`config.mk`:
```
export PLATFORM = sky130hd
export DESIGN_NAME = slot_tick_prescaler
export DESIGN_NICKNAME = d
export VERILOG_FILES = /design/src/rtl/prs_pkg.sv /design/src/rtl/prs_cfg_reg.sv /design/src/rtl/prs_odd_stage.sv /design/src/rtl/prs_pow2_stage.sv /design/src/rtl/slot_tick_prescaler.sv
export SDC_FILE = /design/constraint.sdc
export NUM_CORES = 1
export LEC_CHECK = 0
export BUFFER_PORTS_ARGS = -buffer_cell sky130_fd_sc_hd__clkbuf_2
export CELL_PAD_IN_SITES_DETAIL_PLACEMENT = 0
export CELL_PAD_IN_SITES_GLOBAL_PLACEMENT = 2
export CORE_AREA = 2 2 57 59
export DETAILED_ROUTE_END_ITERATION = 16
export DIE_AREA = 0 0 59 61
export MAX_ROUTING_LAYER = met4
export PLACE_DENSITY_LB_ADDON = 0.1
export SYNTH_ARGS = -nofsm -noshare
export SYNTH_HDL_FRONTEND = slang
export SYNTH_HIERARCHICAL = 1
export SYNTH_SLANG_ARGS = --single-unit
```
`constraint.sdc`:
```
create_clock -name clk -period 3.8 [get_ports clk]
set_clock_uncertainty 0.2 [all_clocks]
set_input_delay 0.57 -clock clk [delete_from_list [all_inputs] [get_ports clk]]
set_output_delay 0.57 -clock clk [all_outputs]
set_load 0.1 [all_outputs]
```
`src/rtl/prs_pkg.sv`:
```
package prs_pkg;
  localparam int CFG_W     = 8;
  localparam int SEL_W     = 2;
  localparam int EXP_W     = 3;
  localparam int EN_POS    = 7;
  localparam int SEL_LSB   = 0;
  localparam int EXP_LSB   = SEL_LSB + SEL_W;
  localparam int ODD_CNT_W = SEL_W + 1;
  localparam int POW_CNT_W = (1 << EXP_W) - 1;

  typedef struct packed {
    logic             en;
    logic [EXP_W-1:0] expn;
    logic [SEL_W-1:0] sel;
  } div_cfg_t;

  function automatic div_cfg_t cfg_unpack(input logic [CFG_W-1:0] b);
    div_cfg_t c;
    c.en   = b[EN_POS];
    c.expn = b[EXP_LSB +: EXP_W];
    c.sel  = b[SEL_LSB +: SEL_W];
    return c;
  endfunction

  function automatic logic [CFG_W-1:0] cfg_pack(input div_cfg_t c);
    logic [CFG_W-1:0] b;
    b                  = '0;
    b[EN_POS]          = c.en;
    b[EXP_LSB +: EXP_W] = c.expn;
    b[SEL_LSB +: SEL_W] = c.sel;
    return b;
  endfunction

  // odd factor minus one: 2*sel
  function automatic logic [ODD_CNT_W-1:0] odd_last(input logic [SEL_W-1:0] s);
    return {s, 1'b0};
  endfunction
endpackage

```
`src/rtl/prs_cfg_reg.sv`:
```
module prs_cfg_reg
  import prs_pkg::*;
#(
  parameter logic [CFG_W-1:0] RESET_CFG = '0
) (
  input  logic             clk,
  input  logic             rst_n,
  input  logic             we,
  input  logic [CFG_W-1:0] wdata,
  output div_cfg_t         cfg,
  output logic [CFG_W-1:0] rdata
);
  always_ff @(posedge clk or negedge rst_n) begin
    if (!rst_n)  cfg <= cfg_unpack(RESET_CFG);
    else if (we) cfg <= cfg_unpack(wdata);
  end

  assign rdata = cfg_pack(cfg);
endmodule

```
`src/rtl/prs_odd_stage.sv`:
```
module prs_odd_stage
  import prs_pkg::*;
(
  input  logic             clk,
  input  logic             rst_n,
  input  logic             clr,
  input  logic [SEL_W-1:0] sel,
  output logic             wrap
);
  logic [ODD_CNT_W-1:0] cnt;

  assign wrap = (cnt == odd_last(sel));

  always_ff @(posedge clk or negedge rst_n) begin
    if (!rst_n)    cnt <= '0;
    else if (clr)  cnt <= '0;
    else if (wrap) cnt <= '0;
    else           cnt <= cnt + 1'b1;
  end
endmodule

```
`src/rtl/prs_pow2_stage.sv`:
```
module prs_pow2_stage
  import prs_pkg::*;
(
  input  logic             clk,
  input  logic             rst_n,
  input  logic             clr,
  input  logic             step,
  input  logic [EXP_W-1:0] expn,
  output logic             wrap
);
  logic [POW_CNT_W-1:0] cnt;
  logic [POW_CNT_W-1:0] last;

  // thermometer mask 2^n - 1
  for (genvar i = 0; i < POW_CNT_W; i++) begin : g_mask
    assign last[i] = (expn > EXP_W'(i));
  end

  assign wrap = step && (cnt == last);

  always_ff @(posedge clk or negedge rst_n) begin
    if (!rst_n)     cnt <= '0;
    else if (clr)   cnt <= '0;
    else if (wrap)  cnt <= '0;
    else if (step)  cnt <= cnt + 1'b1;
  end
endmodule

```
`src/rtl/slot_tick_prescaler.sv`:
```
module slot_tick_prescaler
  import prs_pkg::*;
#(
  parameter logic [CFG_W-1:0] RESET_CFG = '0
) (
  input  logic             clk,
  input  logic             rst_n,
  input  logic             cfg_we,
  input  logic [CFG_W-1:0] cfg_wdata,
  output logic             tick,
  output logic [CFG_W-1:0] cfg_rdata
);
  div_cfg_t cfg;
  logic     clr;
  logic     odd_wrap;
  logic     pow_wrap;

  prs_cfg_reg #(.RESET_CFG(RESET_CFG)) u_cfg (
    .clk(clk), .rst_n(rst_n), .we(cfg_we), .wdata(cfg_wdata),
    .cfg(cfg), .rdata(cfg_rdata)
  );

  // restart on every write, park at zero while disabled
  assign clr = cfg_we | ~cfg.en;

  prs_odd_stage u_odd (
    .clk(clk), .rst_n(rst_n), .clr(clr), .sel(cfg.sel), .wrap(odd_wrap)
  );

  prs_pow2_stage u_pow (
    .clk(clk), .rst_n(rst_n), .clr(clr), .step(odd_wrap),
    .expn(cfg.expn), .wrap(pow_wrap)
  );

  assign tick = cfg.en & pow_wrap;
endmodule

```
; Word level (Yosys, flattened, before mapping)
; Cells that the tools add are included.
[totals]
ff_bits = 16
input_bits = 11
out_inout_bits = 9
elab_cells = 26
[op_classes]
add_sub_neg = 2
order_cmp = 7
n_eq_ne = 2
muxes = 5
bitwise_logic = 3
n_reduce_logical = 2
[ops]
columns = op, n
row1 = $mux 7, 3
row2 = $gt 3x3->1 const B, 3
row3 = $add 7x1->7 const B, 1
row4 = $eq 7x7->1, 1
row5 = $gt 3x1->1 const B, 2
row6 = $gt 3x2->1 const B, 2
row7 = $mux 3, 2
row8 = $add 3x1->3 const B, 1
row9 = $eq 3x3->1, 1
row10 = $reduce_bool 3->1, 1
row11 = $and 1x1->1, 1
row12 = $logic_and 1x1->1, 1
row13 = $not 1->1, 1
row14 = $or 1x1->1, 1

; Depth between registers and ports, before layout
[depth]
word_depth = 5
ltp_mapped = 7
ltp_nobuf = 7

; Cells and area by module
; Netlist, hierarchy kept.
[modules_own_cells]
columns = mod, instances, cells_each, area_per_inst_um2, seq_area_each_um2
row1 = prs_pow2_stage, 1, 63, 531.8, 175.2
row2 = prs_cfg_reg, 1, 22, 315.3, 150.1
row3 = prs_odd_stage, 1, 13, 153.9, 75.1
row4 = slot_tick_prescaler, 1, 2, 12.5, 0.0

; Least setup slack after synthesis
; Ideal clock, no wire load.
[synth_path]
path_kind = reg-to-output
start = register, netlist name u_cfg/cfg[3]
end = output tick
arrival_time_ns = 2.044
setup_slack_ns = 0.986
path_stages_with_launch = 6
n_path_buf = 0
path_cell_list = dfrtp_1 and2_4 nor4_1 o211ai_2 nor3_2 and2_1
[synth_between]
elab_chain_cells = 4
word_cells_on_any_way = 10
[synth_lines]
columns = element, line
row1 = $gt 3x1->1 (tied with other cells), prs_pow2_stage.sv:16  ; assign last[i] = (expn > EXP_W'(i));
row2 = $eq 7x7->1 (*), prs_pow2_stage.sv:19  ; assign wrap = step && (cnt == last);
row3 = $logic_and 1x1->1 (*), prs_pow2_stage.sv:19
row4 = net pow_wrap, slot_tick_prescaler.sv:16  ; logic pow_wrap;
row5 = $and 1x1->1 (*), slot_tick_prescaler.sv:35  ; assign tick = cfg.en & pow_wrap;
row6 = end: declaration, slot_tick_prescaler.sv:10  ; output logic tick,
; Mark *: on every way through the listed nets, which the timed path passes. The rest lies on a longest branch.

; Final worst setup path
[layout_path]
start = register, netlist name u_cfg/cfg[1]
end = output tick
[layout_between]
elab_chain_cells = 3
[layout_lines]
columns = element, line
row1 = $eq 3x3->1, prs_odd_stage.sv:12  ; assign wrap = (cnt == odd_last(sel));
row2 = net odd_wrap, slot_tick_prescaler.sv:15  ; logic odd_wrap;
row3 = $logic_and 1x1->1, prs_pow2_stage.sv:19
row4 = net pow_wrap, slot_tick_prescaler.sv:16
row5 = $and 1x1->1, slot_tick_prescaler.sv:35
; The timed path passes the listed nets, and every way through them passes these cells.

==> qor.yml <==
yosys_warnings: 6
total_power_mw: 0.4268
final_nets: 122
yosysSeqAreaShare_pct: 39.51
cts_resized: 0
start_kind: "flop"
seqCellArea_um2: 400.4
grt_max_degree: 17
fin_setup_tns_ps: 0
drt_iter0_drc: 13
path_clk_slew_ps: 100
grt_usage_pct: 13.13
drc: 0
cap_viol_max_count: 0
antenna_cells: 0
netlist_area_um2: 1013
postRouteAntennaNets: 0
max_freq_ghz: 0.3024
gp_congestion: 0.7727
ys.flop_type: "dfrtp_1"
muxShareOfSynthArea_pct: 8.889
dr_total_vias: 752
routedWlPerCell_um: 14.07
cts_hold_buf: 0
synth_xor_area_share_pct: 4.321
yosys.area_share.simple_pct: 17.78
via_per_inst: 5.333
final_cell_mix: "dfrtp_1, clkbuf_2, mux2_4"
synth_cells: 100
r2r_cells: 7
fillers: 321
ios: 20
synth_seq_cells: 16
synth-adder-area-share_pct: 2.469
power_density_nw_per_um2: 393.4
arrival_ps: 2540
cts_max_path_buffers: 2
dp_hpwl_mm: 1.474
slew_headroom_pct: 64.06
hold_path.class: "input pin to async pin"
drv_slew: 0
rsz0062_at_grt: "no"
synth_top_family_by_area: "simple AND/OR/NAND/NOR gates"
finalSetupViolCount: 0
root_buffer: "clkbuf_4"
cts_buffers: 3
rows: 20
grt-ovfl-total: 0
port_buffers: 15
status: "finished, violations left"
p_leak_nw: 0.4868
async_flop_share_pct: 100.0
crit_path_end_kind: "primary output"
drtPass1Iterations: 4
tritoncts: "built"
dieHeight_um: 61
ir_drop_v: 0.0001611
final_common_cell: "dfrtp_1"
violations: "negative hold slack"
grt_pass1_vias: 754
synth_edf_count: 0
clock_latency_ps: 280
tightest_slew_ps: 536.6
hold_violations: 12
die_area_um2: 3599
initial_utilization_pct: 34.32
coreArea_um2: 2953
syn_area_per_cell_um2: 10.13
whs_ps: -1.972
htreeDepth: 1
multi_input_area_um2: 513.0
drive_gt1_share_pct: 28.70
area_growth_pct: 7.037
clock_sinks: 16
worstPathRequired_ps: 3030
min_period_ps: 3307
postCtsSetupBuffers: 0
setup.worst_path.class: "flop to primary output"
die_x_um: 59
post-route-period-util_pct: 87.02
synth_cell_types: 41
grt_first_pass_wirelength_mm: 3.394
path_max_fanout: 12
synth-compound-area-share_pct: 16.42
antenna_found_initial: 0
wirelength_mm: 1.984
[critical path: stages, from the launching register on]
cell      delay, ps
dfrtp_1         430
xnor2_1         310
and3_2          380
o211ai_2        200
nor3_2          320
and2_1          170
clkbuf_2        450
[power breakdown]
part / switching [mW] / total [mW] / leakage (nW) / internal, mW
clock network: 0.0546 / 0.113 / 0.0210 / 0.0582
logic: 0.0904 / 0.121 / 0.257 / 0.0308
registers: 0.0142 / 0.193 / 0.209 / 0.179
[Yosys cell counts (2+ instances only)]
library cell / instances / area share (%)
a21oi_1: 5 / 2.5
a311oi_1: 2 / 1.7
and3_1: 3 / 1.9
buf_4: 8 / 5.9
dfrtp_1: 16 / 40
ha_1: 2 / 2.5
inv_1: 5 / 1.9
mux2_4: 6 / 8.9
nand2_1: 3 / 1.1
nand2b_1: 4 / 2.5
nand3_1: 3 / 1.5
nor2_1: 5 / 1.9
nor4_1: 4 / 2.5
o21ai_0: 2 / 0.99
o311ai_1: 2 / 1.7
o31ai_1: 2 / 1.5
xnor2_1: 3 / 2.6
xor2_1: 2 / 1.7
[path summary, 6_finish.rpt]
kind / startpoint / to / slack, ps
max reg2reg: u_cfg/cfg[1] / u_pow/cnt[5] / 1600
min in group clk: u_odd/cnt[0] / u_odd/cnt[0] / 270
min: rst_n / u_cfg/cfg[0] / -2
max: u_cfg/cfg[1] / tick / 490
min reg2reg: u_odd/cnt[0] / u_odd/cnt[0] / 270
max in group asynchronous: rst_n / u_cfg/cfg[2] / 3120
[through the flow]
stage          instance area [um2]  instances  worst slack (ps)  utilization [%]
2_1_floorplan                 1017        101             985.8                -
3_3_place_gp                  1049        137             806.3            35.51
3_5_place_dp                  1049        137             818.8            35.51
4_1_cts                       1085        141             473.6            36.74
5_1_grt                       1085        141             335.3            36.74
6_report                      1085        141             493.4            36.74
[layout make-up]
class | instances | area share [%]
clock buffer | 4 | 3.345
timing repair buffer | 15 | 6.920
multi-input combinational | 68 | 47.29
inverter | 5 | 1.730
tap | 33 | 3.806
sequential | 16 | 36.91
[logic make-up after synthesis]
kind of cell               Yosys count
muxes                                6
adders and majority gates            2
xor gates and xnor gates             5
AOI/OAI and AO/OA                   22
buffers and inverters               17
other                                1
DFF                                 16
and+or+nand+nor                     31
[routing by layer]
layer | wire (um) | GRT usage, % | up-vias
li1 | - | - | 369
met1 | 916 | 15.47 | 373
met2 | 996 | 22.22 | 8
met3 | 50 | 1.919 | 2
met4 | 21 | 5.844 | 0
met5 | 0 | - | -
[flip-flops by register name, summed over array words and instances, names as in the netlist]
name and count:
u_cfg/cfg 6, u_odd/cnt 3, u_pow/cnt 7
Note: power is estimated with default switching activity, not from simulation.
